--- src/rtl/aeb_pkg.sv ---
package aeb_pkg;

    typedef enum logic [1:0] {
        PORT_IDLE = 2'd0,
        PORT_LOAD = 2'd1,
        PORT_XFER = 2'd2
    } port_e;

    typedef enum logic [1:0] {
        OP_NONE  = 2'd0,
        OP_WRITE = 2'd1,
        OP_READ  = 2'd2
    } op_e;

    typedef struct packed {
        logic addr_oe;
        logic wdata_oe;
        logic rdata_oe;
        logic nb_wr;
        logic nb_rd;
    } xfer_ctl_t;

    // A write strobe wins over a simultaneous read strobe.
    function automatic op_e strobe_op(input logic wr, input logic rd);
        if (wr)      return OP_WRITE;
        else if (rd) return OP_READ;
        else         return OP_NONE;
    endfunction

    function automatic xfer_ctl_t ctl_for(input port_e p, input op_e op);
        xfer_ctl_t c;
        c = '0;
        if (p == PORT_XFER) begin
            case (op)
                OP_WRITE: begin
                    c.addr_oe  = 1'b1;
                    c.wdata_oe = 1'b1;
                    c.nb_wr    = 1'b1;
                end
                OP_READ: begin
                    c.addr_oe  = 1'b1;
                    c.rdata_oe = 1'b1;
                    c.nb_rd    = 1'b1;
                end
                default: c = '0;
            endcase
        end
        return c;
    endfunction

endpackage

--- src/rtl/aeb_port_decode.sv ---
module aeb_port_decode
    import aeb_pkg::*;
#(
    parameter int                   HOST_AW   = 4,
    parameter logic [HOST_AW-1:0]   LOAD_PORT = 4'h8,
    parameter logic [HOST_AW-1:0]   XFER_PORT = 4'h9
) (
    input  logic               rst,
    input  logic               host_cs,
    input  logic [HOST_AW-1:0] host_addr,
    input  logic               host_wr,
    input  logic               host_rd,
    output port_e              port,
    output op_e                op,
    output xfer_ctl_t          ctl
);

    always_comb begin
        port = PORT_IDLE;
        if (!rst && host_cs) begin
            if (host_addr == LOAD_PORT)      port = PORT_LOAD;
            else if (host_addr == XFER_PORT) port = PORT_XFER;
        end
        op  = strobe_op(host_wr, host_rd);
        ctl = ctl_for(port, op);
    end

endmodule

--- src/rtl/aeb_addr_reg.sv ---
module aeb_addr_reg #(
    parameter int DATA_W = 16
) (
    input  logic              clk,
    input  logic              rst,
    input  logic              load_en,
    input  logic [DATA_W-1:0] load_data,
    output logic [DATA_W-1:0] areg
);

    always_ff @(posedge clk) begin
        if (rst)          areg <= '0;
        else if (load_en) areg <= load_data;
    end

    // a load captures the host word
    a_r2_capture: assert property (@(posedge clk) disable iff (rst)
        load_en |=> areg == $past(load_data));

    // without a load the register holds
    a_r6_hold: assert property (@(posedge clk) disable iff (rst)
        !load_en |=> $stable(areg));

    // first cycle out of reset shows zero
    a_r7_reset_zero: assert property (@(posedge clk) disable iff (rst)
        $past(rst) |-> areg == '0);

endmodule

--- src/rtl/aeb_bus_drive.sv ---
module aeb_bus_drive
    import aeb_pkg::*;
#(
    parameter int DATA_W = 16
) (
    input  logic              clk,
    input  logic              rst,
    input  xfer_ctl_t         ctl,
    input  logic [DATA_W-1:0] areg,
    input  logic [DATA_W-1:0] host_wdata,
    input  logic [DATA_W-1:0] nb_rdata,
    output logic [DATA_W-1:0] nb_addr,
    output logic              nb_addr_oe,
    output logic [DATA_W-1:0] nb_wdata,
    output logic              nb_wdata_oe,
    output logic [DATA_W-1:0] host_rdata,
    output logic              host_rdata_oe,
    output logic              nb_wr,
    output logic              nb_rd
);

    always_comb begin
        nb_addr_oe    = ctl.addr_oe;
        nb_wdata_oe   = ctl.wdata_oe;
        host_rdata_oe = ctl.rdata_oe;
        nb_wr         = ctl.nb_wr;
        nb_rd         = ctl.nb_rd;
        nb_addr       = ctl.addr_oe  ? areg       : '0;
        nb_wdata      = ctl.wdata_oe ? host_wdata : '0;
        host_rdata    = ctl.rdata_oe ? nb_rdata   : '0;
    end

    // a driven external address is the stored register
    a_r4_addr_is_reg: assert property (@(posedge clk) disable iff (rst)
        nb_addr_oe |-> nb_addr == areg);

    // an inbound transfer never drives outbound data
    a_r5_read_dir: assert property (@(posedge clk) disable iff (rst)
        nb_rd |-> (!nb_wdata_oe && host_rdata == nb_rdata));

    // strobes are exclusive
    a_r8_strobe_excl: assert property (@(posedge clk) disable iff (rst)
        !(nb_wr && nb_rd));

endmodule

--- src/rtl/addr_ext_bridge.sv ---
module addr_ext_bridge
    import aeb_pkg::*;
#(
    parameter int                 HOST_AW   = 4,
    parameter int                 DATA_W    = 16,
    parameter logic [HOST_AW-1:0] LOAD_PORT = 4'h8,
    parameter logic [HOST_AW-1:0] XFER_PORT = 4'h9
) (
    input  logic               clk,
    input  logic               rst,
    input  logic               host_cs,
    input  logic [HOST_AW-1:0] host_addr,
    input  logic               host_wr,
    input  logic               host_rd,
    input  logic [DATA_W-1:0]  host_wdata,
    output logic [DATA_W-1:0]  host_rdata,
    output logic               host_rdata_oe,
    output logic [DATA_W-1:0]  nb_addr,
    output logic               nb_addr_oe,
    output logic [DATA_W-1:0]  nb_wdata,
    output logic               nb_wdata_oe,
    input  logic [DATA_W-1:0]  nb_rdata,
    output logic               nb_wr,
    output logic               nb_rd
);

    port_e             port;
    op_e               op;
    xfer_ctl_t         ctl;
    logic              load_en;
    logic [DATA_W-1:0] areg;

    aeb_port_decode #(
        .HOST_AW   (HOST_AW),
        .LOAD_PORT (LOAD_PORT),
        .XFER_PORT (XFER_PORT)
    ) u_decode (
        .rst       (rst),
        .host_cs   (host_cs),
        .host_addr (host_addr),
        .host_wr   (host_wr),
        .host_rd   (host_rd),
        .port      (port),
        .op        (op),
        .ctl       (ctl)
    );

    assign load_en = (port == PORT_LOAD) && (op == OP_WRITE);

    aeb_addr_reg #(.DATA_W(DATA_W)) u_areg (
        .clk       (clk),
        .rst       (rst),
        .load_en   (load_en),
        .load_data (host_wdata),
        .areg      (areg)
    );

    aeb_bus_drive #(.DATA_W(DATA_W)) u_drive (
        .clk           (clk),
        .rst           (rst),
        .ctl           (ctl),
        .areg          (areg),
        .host_wdata    (host_wdata),
        .nb_rdata      (nb_rdata),
        .nb_addr       (nb_addr),
        .nb_addr_oe    (nb_addr_oe),
        .nb_wdata      (nb_wdata),
        .nb_wdata_oe   (nb_wdata_oe),
        .host_rdata    (host_rdata),
        .host_rdata_oe (host_rdata_oe),
        .nb_wr         (nb_wr),
        .nb_rd         (nb_rd)
    );

    // a load cycle leaves the external bus undriven
    a_r2_load_quiet: assert property (@(posedge clk) disable iff (rst)
        (port == PORT_LOAD) |-> !(nb_addr_oe || nb_wdata_oe || host_rdata_oe || nb_wr || nb_rd));

    // idle decode means nothing is driven
    a_r3_idle_quiet: assert property (@(posedge clk) disable iff (rst)
        (port == PORT_IDLE) |-> !(nb_addr_oe || nb_wdata_oe || host_rdata_oe || nb_wr || nb_rd));

    // a host write at the transfer port raises both outbound buffer groups
    a_r4_write_enables: assert property (@(posedge clk) disable iff (rst)
        (host_cs && host_addr == XFER_PORT && host_wr) |-> (nb_addr_oe && nb_wdata_oe && nb_wr));

    // nothing drives while reset is high
    a_r7_reset_quiet: assert property (@(posedge clk)
        rst |-> !(nb_addr_oe || nb_wdata_oe || host_rdata_oe || nb_wr || nb_rd));

endmodule

--- config.mk ---
export PLATFORM = sky130hd
export DESIGN_NAME = addr_ext_bridge
export DESIGN_NICKNAME = d
export VERILOG_FILES = /design/src/rtl/aeb_pkg.sv /design/src/rtl/aeb_port_decode.sv /design/src/rtl/aeb_addr_reg.sv /design/src/rtl/aeb_bus_drive.sv /design/src/rtl/addr_ext_bridge.sv
export SDC_FILE = /design/constraint.sdc
export NUM_CORES = 1
export LEC_CHECK = 0
export BUFFER_PORTS_ARGS = -buffer_cell sky130_fd_sc_hd__clkbuf_2
export CAP_MARGIN = 40
export CORE_MARGIN = 5
export CORE_UTILIZATION = 40
export DETAILED_ROUTE_END_ITERATION = 10
export PLACE_DENSITY = 0.9
export SYNTH_ARGS = -nofsm -noshare
export SYNTH_HDL_FRONTEND = slang
export SYNTH_SLANG_ARGS = --single-unit
export TNS_END_PERCENT = 20
--- constraint.sdc ---
create_clock -name clk -period 2.35 [get_ports clk]
set_clock_uncertainty 0.05 [all_clocks]
set_input_delay 0.1175 -clock clk [delete_from_list [all_inputs] [get_ports clk]]
set_output_delay 0.1175 -clock clk [all_outputs]
set_load 0.01 [all_outputs]
==> results.sh <==
export IMPL_synth_sequential_area_ratio_pct=30.5
export IMPL_die_h_um=61.3
export IMPL_synthesis_area_per_instance_sq_um=7.79
export IMPL_max_cap_violations=0
export IMPL_die_area_sq_um=3750
export IMPL_timing_critical_path_arrival_ns=1.94
export IMPL_synth_flop_cell="dfxtp_1"
export IMPL_final_critical_path_setup_slack_ns=0.247
export IMPL_design_core_area_sq_um=2500
export IMPL_worst_slew_pin_transition_ns=0.682
export IMPL_gr_usage_all_layers_pct=16.2
export IMPL_synth_async_reset_ratio_pct=0
export IMPL_ys_ff_latch=16
export IMPL_design_final_nets=264
export IMPL_initialDrtViolationCount=29
export IMPL_vias=1221
export IMPL_port_buffers=93
export IMPL_ys_top_cells_by_area="dfxtp_1 (30%), and2_1 (29%), a21oi_1 (7.6%)"
export IMPL_max_freq_mhz=476
export IMPL_grt_pass1_vias=1067
export IMPL_number_of_buffers_added_to_fix_hold_violations_after_cts=0
export IMPL_synth_cell_area_sq_um=1050
export IMPL_avgViaCountPerCell=4.85
export IMPL_timing_setup_critical_path_class="in2out"
export IMPL_critical_path_endpoint_type="output pin"
export IMPL_critical_path_slowest_cell="nor4b_4"
export IMPL_rsz0062_at_grt="no"
export IMPL_antenna_found_initial=0
export IMPL_finalSetupViolations=0
export IMPL_clock_path_buffers=2
export IMPL_timing_hold_violations_final=0
export IMPL_top_register="u_areg.areg"
export IMPL_cts_sinks=16
export IMPL_clk_latency_ns=0.28
export IMPL_floorplan_initialDensity_pct=42.0
export IMPL_cts_resized=0
export IMPL_post_route_util_pct=61.7
export IMPL_drc=0
export IMPL_globalRouteOverflowTotal=0
export IMPL_rr_worst_depth=2
export IMPL_cp_start_kind="primary input"
export IMPL_largest_reg_flops=16
export IMPL_num_fill_cells=242
export IMPL_drt_pass1_iterations=4
export IMPL_synth_enable_flop_cells=0
export IMPL_cp_common_cell="clkbuf_2"
export IMPL_cts_tree="built"
export IMPL_finalHoldWorstSlack_ns=0.0199
export IMPL_pre_cts_ws_ns=0.255
export IMPL_synthToLayoutAreaGrowth_pct=46.8
export IMPL_fin_crit_sh_pct=89.5
export IMPL_run_status="completed"
export IMPL_cts_made_buffers=3
export IMPL_antenna_cells=0
export IMPL_critical_path_cell_chain="clkbuf_2 -> or3b_1 -> nor4b_4 -> and2_1 -> clkbuf_2"
export IMPL_timing_setup_tns_ns=0
export IMPL_ctsRootBufferMaster="clkbuf_4"
export IMPL_critical_path_max_stage_delay_ns=0.69
export IMPL_min_period_ns=2.10
export IMPL_hp_class="in2reg"
export IMPL_min_path_cells=3
export IMPL_synth_net_count=176
export IMPL_drive_above_1_share_pct=47.3
export IMPL_synthesis_yosys_warnings=0
export IMPL_critical_path_peak_fanout=19
export IMPL_power_leakage_nw=0.793
export IMPL_clkSlewWorstSetupHoldPaths_ns=0.09
export IMPL_synth_top_cell_by_area="dfxtp_1"
export IMPL_die_w_um=61.3
export IMPL_std_cell_rows=18
export IMPL_postSynthCellCount=135
export IMPL_post_drt_wl_per_cell_um=12.7
export IMPL_max_slew_margin_pct=54.5
export IMPL_biggest_registers_after_layout="u_areg.areg: 16 flops"
export IMPL_power_per_cell_area_nw_per_um2=337
export IMPL_post_cts_setup_buffer_count=0
export IMPL_synth_top_cell_area_share_pct=30.5
export IMPL_design_power_total_w=0.000521
export IMPL_area_taken_by_multi_input_logic_gates_sq_um=657
export IMPL_ir_drop_uv=352
export IMPL_cts_max_level=1
export IMPL_timing_critical_path_required_ns=2.18
export IMPL_place_congestion=0.815
export IMPL_timing_final_max_slew_violations=0
export IMPL_first_pass_grt_wire_length_um=4710
export IMPL_synth_cell_type_count=18
export IMPL_ant_nets=0
export IMPL_wl_um=3200
export IMPL_num_io_pins=94
export IMPL_detailedPlacementHpwl_um=2550
export IMPL_ff_latch_area_sq_um=320
export IMPL_grt_start_max_net_pins=20
-- synth_stat cells (all sizes together) (2+ instances only) --
master,instances
nand3,16
nor3,2
clkbuf,6
and2,48
dfxtp,16
a21oi,16
o21ai,16
buf,7
-- routing by layer --
layer / vias to the layer above / share of wire [%] / routed length [um] / global-route usage [%]
met5: - / 0 / 0 / 0
met4: 0 / 0 / 0 / 3.41
met3: 0 / 5.7 / 182 / 2.73
met2: 35 / 54 / 1740 / 31.0
met1: 556 / 40 / 1280 / 18.6
li1: 630 / - / - / -
-- path summary, 6_finish.rpt --
| check | from | endpoint | slack, ns |
|---|---|---|---|
| setup / recovery | rst | host_rdata[4] | 0.25 |
| hold / removal | host_wdata[3] | u_areg.areg[3] | 0.02 |
| setup reg to reg | u_areg.areg[1] | u_areg.areg[1] | 1.64 |
| hold reg to reg | u_areg.areg[13] | u_areg.areg[13] | 0.42 |
-- through the flow --
step / area, sq um / instances
floorplan: 1050 / 135
global placement: 1510 / 248
detailed placement: 1510 / 248
CTS: 1540 / 252
global route: 1540 / 252
finish: 1540 / 252
-- power by group --
part / internal [W] / switching (W) / total (W)
sequential: 0.000272 / 0.000000417 / 0.000272
clock: 0.0000942 / 0.0000827 / 0.000177
combinational: 0.0000343 / 0.0000370 / 0.0000713
total: 0.000400 / 0.000120 / 0.000521
-- worst max-delay path: cells and delay by family --
family | cells | cell delay, ns
buffers and inverters | 2 | 0.23
AND/OR/NAND/NOR | 3 | 1.59
-- cells by family after synthesis --
| group | Yosys count | share of synthesized area, % |
|---|---|---|
| simple gates | 73 | 46.2 |
| compound gates | 32 | 15.2 |
| flops | 16 | 30.5 |
| buf+inv | 14 | 8.09 |
-- cells in the final DEF, fill, tap and decap left out, drive strengths merged --
cell type	instances
nand3	16
clkbuf	97
nor2	1
nor4b	1
nor3	2
o21ai	16
a21oi	16
dfxtp	16
buf	3
or3b	1
nor3b	1
and2	48
inv	1
nor4bb	1
nand3b	1
nand4bb	1
-- final cells by class --
| type | instances | share of cell area [%] |
|---|---|---|
| multi-input combinational | 105 | 42.6 |
| inverter | 1 | 0.243 |
| timing repair buffer | 96 | 31.6 |
| tap | 30 | 2.43 |
| sequential | 16 | 20.8 |
| clock buffer | 4 | 2.35 |
(Power assumes the default switching activity.)
